## config.mk

```make
export PLATFORM = sky130hd
export DESIGN_NAME = banyan_net
export DESIGN_NICKNAME = d
export VERILOG_FILES = /design/src/rtl/banyan_pkg.sv /design/src/rtl/banyan_elem.sv /design/src/rtl/banyan_stage.sv /design/src/rtl/banyan_net.sv
export SDC_FILE = /design/constraint.sdc
export NUM_CORES = 1
export LEC_CHECK = 0
export BUFFER_PORTS_ARGS = -buffer_cell sky130_fd_sc_hd__buf_4
export CORE_MARGIN = 1
export CORE_UTILIZATION = 50
export DETAILED_ROUTE_END_ITERATION = 8
export GPL_TIMING_DRIVEN = 0
export MAX_ROUTING_LAYER = met4
export PLACE_DENSITY = 0.76
export SLEW_MARGIN = 20
export SYNTH_ARGS = -nofsm -noshare
export SYNTH_HDL_FRONTEND = slang
export SYNTH_SLANG_ARGS = --single-unit
```

## constraint.sdc

```tcl
create_clock -name clk -period 3.4 [get_ports clk]
set_clock_uncertainty 0.2 [all_clocks]
set_input_delay 0.17 -clock clk [delete_from_list [all_inputs] [get_ports clk]]
set_output_delay 0.17 -clock clk [all_outputs]
set_load 0.03 [all_outputs]
```

## src/rtl/banyan_pkg.sv

```systemverilog
package banyan_pkg;

    localparam int PORTS  = 8;
    localparam int ADDR_W = $clog2(PORTS);
    localparam int TAG_W  = 8;
    localparam int HALF   = PORTS / 2;

    typedef struct packed {
        logic              valid;
        logic [ADDR_W-1:0] dest;
        logic [ADDR_W-1:0] src;
        logic [TAG_W-1:0]  tag;
    } cell_t;

endpackage

```

## src/rtl/banyan_elem.sv

```systemverilog
module banyan_elem
    import banyan_pkg::*;
#(
    parameter int BIT = 0
) (
    input  cell_t             up_i,
    input  cell_t             lo_i,
    output cell_t             out0_o,
    output cell_t             out1_o,
    output logic              drop_o,
    output logic [ADDR_W-1:0] drop_src_o
);

    logic clash;

    always_comb begin
        clash      = up_i.valid && lo_i.valid && (up_i.dest[BIT] == lo_i.dest[BIT]);
        out0_o     = '0;
        out1_o     = '0;
        drop_o     = clash;
        drop_src_o = lo_i.src;
        if (up_i.valid) begin
            if (up_i.dest[BIT]) out1_o = up_i;
            else                out0_o = up_i;
        end
        if (lo_i.valid && !clash) begin
            if (lo_i.dest[BIT]) out1_o = lo_i;
            else                out0_o = lo_i;
        end
    end

endmodule

```

## src/rtl/banyan_stage.sv

```systemverilog
module banyan_stage
    import banyan_pkg::*;
#(
    parameter int STAGE = 0
) (
    input  logic                    clk,
    input  logic                    rst_n,
    input  cell_t [PORTS-1:0]       line_i,
    input  logic  [PORTS-1:0]       blk_i,
    output cell_t [PORTS-1:0]       line_o,
    output logic  [PORTS-1:0]       blk_o
);

    localparam int BIT = ADDR_W - 1 - STAGE;

    typedef struct packed {
        cell_t [PORTS-1:0] line;
        logic  [PORTS-1:0] blk;
    } stage_t;

    cell_t [PORTS-1:0]  shuf;
    cell_t [PORTS-1:0]  sw;
    logic  [HALF-1:0]   drop;
    logic  [ADDR_W-1:0] dsrc [HALF];
    stage_t             st_d;
    stage_t             st_q;

    for (genvar j = 0; j < PORTS; j++) begin : g_shuffle
        localparam int DST = ((j * 2) % PORTS) + (j / HALF);
        assign shuf[DST] = line_i[j];
    end

    for (genvar e = 0; e < HALF; e++) begin : g_elem
        banyan_elem #(.BIT(BIT)) u_elem (
            .up_i       (shuf[2*e]),
            .lo_i       (shuf[2*e+1]),
            .out0_o     (sw[2*e]),
            .out1_o     (sw[2*e+1]),
            .drop_o     (drop[e]),
            .drop_src_o (dsrc[e])
        );
    end

    always_comb begin
        st_d.line = sw;
        st_d.blk  = blk_i;
        for (int e = 0; e < HALF; e++) begin
            if (drop[e]) st_d.blk[dsrc[e]] = 1'b1;
        end
    end

    always_ff @(posedge clk or negedge rst_n) begin
        if (!rst_n) st_q <= '0;
        else        st_q <= st_d;
    end

    assign line_o = st_q.line;
    assign blk_o  = st_q.blk;

endmodule

```

## src/rtl/banyan_net.sv

```systemverilog
module banyan_net
    import banyan_pkg::*;
(
    input  logic                      clk,
    input  logic                      rst_n,
    input  logic [PORTS-1:0]          in_valid,
    input  logic [PORTS*ADDR_W-1:0]   in_dest,
    input  logic [PORTS*TAG_W-1:0]    in_tag,
    output logic [PORTS-1:0]          out_valid,
    output logic [PORTS*ADDR_W-1:0]   out_dest,
    output logic [PORTS*ADDR_W-1:0]   out_src,
    output logic [PORTS*TAG_W-1:0]    out_tag,
    output logic [PORTS-1:0]          blocked
);

    cell_t [PORTS-1:0] lane [ADDR_W+1];
    logic  [PORTS-1:0] blk  [ADDR_W+1];

    always_comb begin
        for (int i = 0; i < PORTS; i++) begin
            lane[0][i].valid = in_valid[i];
            lane[0][i].dest  = in_dest[i*ADDR_W +: ADDR_W];
            lane[0][i].src   = ADDR_W'(i);
            lane[0][i].tag   = in_tag[i*TAG_W +: TAG_W];
        end
        blk[0] = '0;
    end

    for (genvar g = 0; g < ADDR_W; g++) begin : g_stage
        banyan_stage #(.STAGE(g)) u_stage (
            .clk    (clk),
            .rst_n  (rst_n),
            .line_i (lane[g]),
            .blk_i  (blk[g]),
            .line_o (lane[g+1]),
            .blk_o  (blk[g+1])
        );
    end

    always_comb begin
        for (int p = 0; p < PORTS; p++) begin
            out_valid[p]                  = lane[ADDR_W][p].valid;
            out_dest[p*ADDR_W +: ADDR_W]  = lane[ADDR_W][p].dest;
            out_src[p*ADDR_W +: ADDR_W]   = lane[ADDR_W][p].src;
            out_tag[p*TAG_W +: TAG_W]     = lane[ADDR_W][p].tag;
        end
        blocked = blk[ADDR_W];
    end

endmodule

```

==> impl_results.md, run 1 <==
- Outcome: finished clean
- Mapped cell area: 12,400 µm²
- IO Port Bufs: 213
- Die width: 160 µm
- Post-synth EDFFs: 0
- Register Area: 8430 µm²
- DRT iter0 DRCs: 744
- Routed Antenna Nets: 0
- GPL Wtd Cong: 0.916
- Critical Path RT: 3650 ps
- Simple-gate share of the synthesized area: 0.0899
- Top FF cell, synth: dfrtp_1
- Root Buffer: clkbuf_16
- Grt total ovfl: 0
- Avg Cell Area, Syn: 13.9 µm²
- Die area: 25,500 µm²
- Synth Area in Compound Gates: 0.188
- CTS Buf Count: 34
- R2R depth: 4
- Synth top area cells: dfrtp_1 (68%), a22o_1 (17%), nand2b_1 (2.7%)
- Unrepaired setup endpoints after global routing: false
- Syn Inst Count: 894
- Synth Area in Adders: 0
- Leading area contributor after synthesis: dfrtp_1
- Synth top area share: 0.679
- Flop and latch count out of synthesis: 337
- HP Class: primary input to async pin
- Fin Hold WS: 50.3 ps
- Largest family of logic cells by synthesized area: compound AO/OA/AOI/OAI gates
- Setup repair bufs after CTS: 0
- DRC: 0
- Cell with the most instances after synthesis: dfrtp_1
- Number of global-route vias before repair: 9,743
- Largest net degree at the start of global routing: 107
- Skew-Pair Late Insertion Delay: 510 ps
- Mux cell area share after synthesis: 0
- CP Capture Type: register
- Routed length per instance: 22.0 µm
- WS Path Type: primary input to register
- Final Cell Area: 17,300 µm²
- Crit path to: g_stage[0].u_stage.line_o[1]
- Layout area overhead: 39.3%
- H-tree depth: 2
- Initial antenna violation count: 1
- Least-Margin Pin Slew: 511 ps
- Net count, final: 1,409
- Dpl ws: 1860 ps
- Resize count post-CTS: 0
- 1st-pass router iterations: 7
- Library cells used by synthesis: 33
- Peak VDD IR: 0.000336 V
- Static Leakage: 8.93 nW
- Sequential area share after synthesis: 0.679
- Reg clk slew, reported paths: 60 ps
- DP Area: 14,600 µm²
- First-pass GRT wire length: 56,000 µm
- CP arrival: 2720 ps
- Routed Wire Length: 36,500 µm
- CTS tree: built
- I/O pin cnt: 226
- Max Fclk: 405 MHz
- Reg2reg end: g_stage[2].u_stage.line_o[6]
- Period Utilization, post-route: 0.726
- PnR worst setup slack: 932 ps
- DR vias/cell: 5.62
- Maximum clock insertion buffer count: 3
- Die Ht: 160 µm
- Area used by multi-input combinational logic: 3610 µm²
- Fillers: 1,588
- Minimum clock period after layout: 2470 ps
- Crit Path Max Fanout: 10
- Fin. max-slew vios: 0
- Final hold violation count: 0
- Flop2flop setup slack: 1760 ps
- Clock Sinks: 337
- Worst Setup SP: in_dest[14]
- XOR/XNOR Fraction of Synth Area: 0.00846
- Yosys warns: 0
- Antenna diode count: 0
- Core Rows: 57
- Initial Util: 0.511
- Layout cells sized above 1: 0.264
- Power density cells: 546 nW/µm²
- Tot Pwr: 9.45 mW
- Core area: 24,300 µm²
- CP startpoint kind: primary input
- Commonest cells post-synth: dfrtp_1 (337), a22o_1 (244), nand2b_1 (53)
- Post-DP HPWL: 23,700 µm
- Max-cap violations: 0
- Via count: 9,334
- Worst r2r src: g_stage[1].u_stage.line_o[14]
- Overall routing resource usage: 0.302
- FFs w/ async S/R, synth: 1.00
- Final setup viols: 0
- Slew headroom: 0.659
-- cells by family (layout without fill, tap and decap cells) --
family	after synthesis	count (layout)
compound gates	273	273
xor+xnor	12	12
buf+inv	74	504
flops	337	337
other cells	1	13
simple gates	197	197
-- state kept, by name, summed over array words and instances (netlist names) --
| register | cells |
|---|---|
| g_stage.u_stage.blk_o | 20 |
| g_stage.u_stage.line_o | 317 |
-- critical path, stage by stage --
cell and delay, ps:
dlygate4sd3_1 540, buf_4 150, nand2b_1 130, dlygate4sd3_1 580, nor2_1 140, buf_2 280
a22o_1 180, dlygate4sd3_1 550
-- layer usage --
layer / global-route usage / part of all wire / vias up
li1: - / - / 4069
met1: 0.384 / 0.40 / 4666
met2: 0.487 / 0.50 / 503
met3: 0.0519 / 0.074 / 96
met4: 0.112 / 0.034 / 0
met5: - / 0 / -
-- placed cells by master (no fill, tap or decap), drive strengths merged --
cell type	netlist	final
a21o	10	10
buf	72	289
nand3b	3	3
inv	1	2
a22o	244	244
nor3	5	5
nor2	31	31
xnor2	9	9
a32oi	1	1
a21oi	5	5
nand2	26	26
nand4	7	7
and2	26	26
dfrtp	337	337
xor2	3	3
a22oi	4	4
and3	9	9
dlygate4sd3	0	152
and2b	1	1
nand3	14	14
nand2b	53	53
nor2b	19	19
clkinv	0	5
bufinv	0	4
o221ai	1	1
nor3b	2	2
clkbuf	1	50
o22ai	2	2
a31oi	6	6
clkinvlp	0	2
and4b	1	1
conb	1	13
-- power breakdown --
| part | switching, mW | internal (mW) |
|---|---|---|
| Combinational | 0.624 | 0.515 |
| Sequential | 0.164 | 4.23 |
| Clock | 1.52 | 2.40 |
| Total | 2.30 | 7.15 |
-- cell type report --
cell class	count	share of cell area
Timing Repair Buffer	369	0.187
Multi-Input combinational cell	495	0.208
Clock buffer	49	0.0590
Inverter	1	0.000217
Tap cell	324	0.0234
Sequential cell	337	0.487
Clock inverter	12	0.00998
Buffer	73	0.0248
-- worst min-delay path by stage --
stage / start / endpoint / slack [ps] / cells past startpoint
2_1_floorplan: rst_n / g_stage[0].u_stage.blk_o[4] / -330 / 0
3_3_place_gp: in_dest[22] / g_stage[0].u_stage.line_o[102] / 200 / 2
3_5_place_dp: rst_n / g_stage[2].u_stage.line_o[46] / -90 / 1
4_1_cts: in_dest[8] / g_stage[0].u_stage.line_o[74] / 1 / 4
5_1_grt: rst_n / g_stage[2].u_stage.line_o[56] / 60 / 3
6_report: rst_n / g_stage[2].u_stage.line_o[59] / 50 / 3
-- metrics by stage --
step           TNS [ps]  std cells   util
6_report              0       1660  0.712
5_1_grt               0       1660  0.712
4_1_cts               0       1660  0.712
3_5_place_dp          0       1446  0.599
3_3_place_gp    -271850       1443  0.595
2_1_floorplan         0        906      -
-- repair_timing --
action                                  CTS  global route
hold buffers                            153             0
hold endpoints to repair                352             0
endpoints found under the setup margin    0             0
(Power assumes the default switching activity.)
==> run 2: changes to the inputs <==
--- a/config.mk
+++ b/config.mk
@@ -11,7 +11,7 @@
 export DETAILED_ROUTE_END_ITERATION = 8
 export GPL_TIMING_DRIVEN = 0
 export MAX_ROUTING_LAYER = met4
-export PLACE_DENSITY = 0.76
+export PLACE_DENSITY = 0.79
 export SLEW_MARGIN = 20
 export SYNTH_ARGS = -nofsm -noshare
 export SYNTH_HDL_FRONTEND = slang
==> constraint.sdc (replaced) <==
create_clock -name clk -period 2.2 [get_ports clk]
set_clock_uncertainty 0.2 [all_clocks]
set_input_delay 0.11 -clock clk [delete_from_list [all_inputs] [get_ports clk]]
set_output_delay 0.11 -clock clk [all_outputs]
set_load 0.03 [all_outputs]
==> impl_results.md, run 2 (synthesis results as in run 1) <==
- Layout Utilization: 0.710 (-0.00196)
- Dpl cells: 1,447 (+0.069%)
- Post-DP HPWL: 24,200 µm (+2.2%)
- IO Port Bufs: 213 (unchanged)
- Grt total ovfl: 0 (unchanged)
- Unrepaired setup endpoints after global routing: false
- Non-Filler Instances: 1,668 (+0.48%)
- Die area: 25,500 µm² (unchanged)
- Maximum clock insertion buffer count: 3 (unchanged)
- Core area: 24,300 µm² (unchanged)
- CP startpoint kind: primary input
- DRT iter0 DRCs: 801 (+7.7%)
- Final hold violation count: 0 (unchanged)
- Reg clk slew, reported paths: 70 ps (about the same)
- Largest register FFs: 317 (unchanged)
- Die Ht: 160 µm (unchanged)
- GPL Wtd Cong: 0.951 (+3.8%)
- Overall routing resource usage: 0.299 (-0.00239)
- Crit path to: g_stage[0].u_stage.line_o[36]
- CTS Buf Count: 31 (-8.8%)
- Die width: 160 µm (unchanged)
- Tot Pwr: 13.8 mW (+46%)
- Commonest non-fill, non-tap cells in the layout: dfrtp_1 (337), a22o_1 (244), buf_4 (239)
- Crit Path Max Fanout: 10 (unchanged)
- Part of the power in combinational logic: 0.129 (+0.009)
- Net count, final: 1,420 (+0.78%)
- Fin Hold WS: 139 ps (+89.1 ps)
- Peak VDD IR: 0.000461 V (+37%)
- Layout area overhead: 38.9%
- Static Leakage: 8.91 nW (-0.25%)
- Root Buffer: clkbuf_16
- 1st-pass router iterations: 5 (-2)
- Slew headroom: 0.659 (about the same)
- H-tree depth: 1 (-1)
- Initial Util: 0.511 (unchanged)
- Pint: 10.3 mW (+45%)
- P_sw: 3.45 mW (+50%)
- Flop2flop setup slack: 590 ps (-1170 ps)
- Antenna diode count: 0 (unchanged)
- TNS Setup: 0 ps (unchanged)
- Layout cells sized above 1: 0.259 (-0.00529)
- Period Utilization, post-route: 0.893
- Final Cell Area: 17,300 µm² (-0.27%)
- Via count: 9,501 (+1.8%)
- CTS tree: built
- Clk network pwr share: 0.379 (-0.036)
- Worst Setup SP: in_dest[17]
- DR vias/cell: 5.70 (+1.3%)
- Max Fclk: 509 MHz
- Routed Wire Length: 36,200 µm (-0.77%)
- HP Class: primary input to register
- R2R depth: 4 (unchanged)
- Max-cap violations: 0 (unchanged)
- DRC: 0 (unchanged)
- Fin. max-slew vios: 0 (unchanged)
- Initial antenna violation count: 0 (-1)
- DP Area: 14,600 µm² (+0.19%)
- Routed Antenna Nets: 0 (unchanged)
- Flop pwr share: 0.492 (+0.027)
- CP Capture Type: register
- Skew-Pair Late Insertion Delay: 550 ps (+40 ps)
- Largest net degree at the start of global routing: 81 (-24%)
- I/O pin cnt: 226 (unchanged)
- Routed length per instance: 21.7 µm (-1.2%)
- Clock Sinks: 337 (unchanged)
- Worst r2r src: g_stage[1].u_stage.line_o[26]
- Number of global-route vias before repair: 9,875 (+1.4%)
- Switching Fraction: 0.250 (+0.00649)
- WS Path Type: primary input to register
- Dpl ws: 665 ps (-1190 ps)
- Outcome: finished clean
- First-pass GRT wire length: 55,700 µm (-0.57%)
- Power density cells: 799 nW/µm² (+46%)
- Core Rows: 57 (unchanged)
- Minimum clock period after layout: 1970 ps
- Most common cell after layout, fill and taps aside: dfrtp_1
- Reg2reg end: g_stage[2].u_stage.blk_o[1]
- Critical Path RT: 2490 ps (-1160 ps)
- Least-Margin Pin Slew: 507 ps (-3.91 ps)
- PnR worst setup slack: 235 ps (-698 ps)
- Final setup viols: 0 (unchanged)
- CP arrival: 2250 ps (-470 ps)
## run 2: changes by cell type in the layout (fill, tap and decap cells not counted), sizes merged
cell         change
inv              -1
clkbuf           -5
bufinv           -2
buf              -1
clkinvlp         +2
dlygate4sd3     +14
clkinv           +1
## run 2: repair_timing
item                                    CTS  global route
hold endpoints to repair                306             1
hold buffers                            167             1
setup buffers                             0             0
endpoints found under the setup margin    0            13
resized for setup                         0             4
## run 2: area by class of cell
cell class                      count  area (µm²)
Tap cell                          324         405
Multi-Input combinational cell    495        3610
Clock inverter                     12         128
Sequential cell                   337        8430
Inverter                            1        3.75
Buffer                             73         434
Clock buffer                       43         871
Timing Repair Buffer              383        3380
Fill cell                        1582        7060
## run 2: critical path, cell delays in order
cell,delay [ps]
dlygate4sd3_1,570
buf_4,160
nand2b_1,210
nor2_1,150
buf_2,280
a22o_1,200
dlygate4sd3_1,560
## run 2: routing by layer
metal / vias to the layer above / part of all wire / GRT usage / wire length [µm]
li1: 4089 / - / - / -
met1: 4752 / 0.39 / 0.385 / 14200
met2: 538 / 0.48 / 0.476 / 17500
met3: 122 / 0.079 / 0.0426 / 2870
met4: 0 / 0.045 / 0.133 / 1640
met5: - / 0 / - / 0
## run 2: worst min-delay path by stage
stage,startpoint,cells after the start,slack (ps),endpoint
global placement,in_tag[58],2,150,g_stage[0].u_stage.line_o[107]
CTS,in_tag[35],3,130,g_stage[0].u_stage.line_o[18]
detailed placement,rst_n,1,-170,g_stage[2].u_stage.line_o[34]
global route,in_tag[34],3,140,g_stage[0].u_stage.line_o[17]
finish,in_tag[35],3,140,g_stage[0].u_stage.line_o[18]
floorplan,rst_n,0,-390,g_stage[0].u_stage.blk_o[4]
## run 2: power groups by stage
stage | sequential, mW | combinational, mW | clock [mW]
detailed placement | 6.88 | 1.47 | 0
global route | 6.81 | 1.90 | 5.55
global placement | 6.87 | 1.42 | 0
floorplan | 6.93 | 0.666 | 0
CTS | 6.77 | 1.72 | 5.25
finish | 6.78 | 1.78 | 5.23
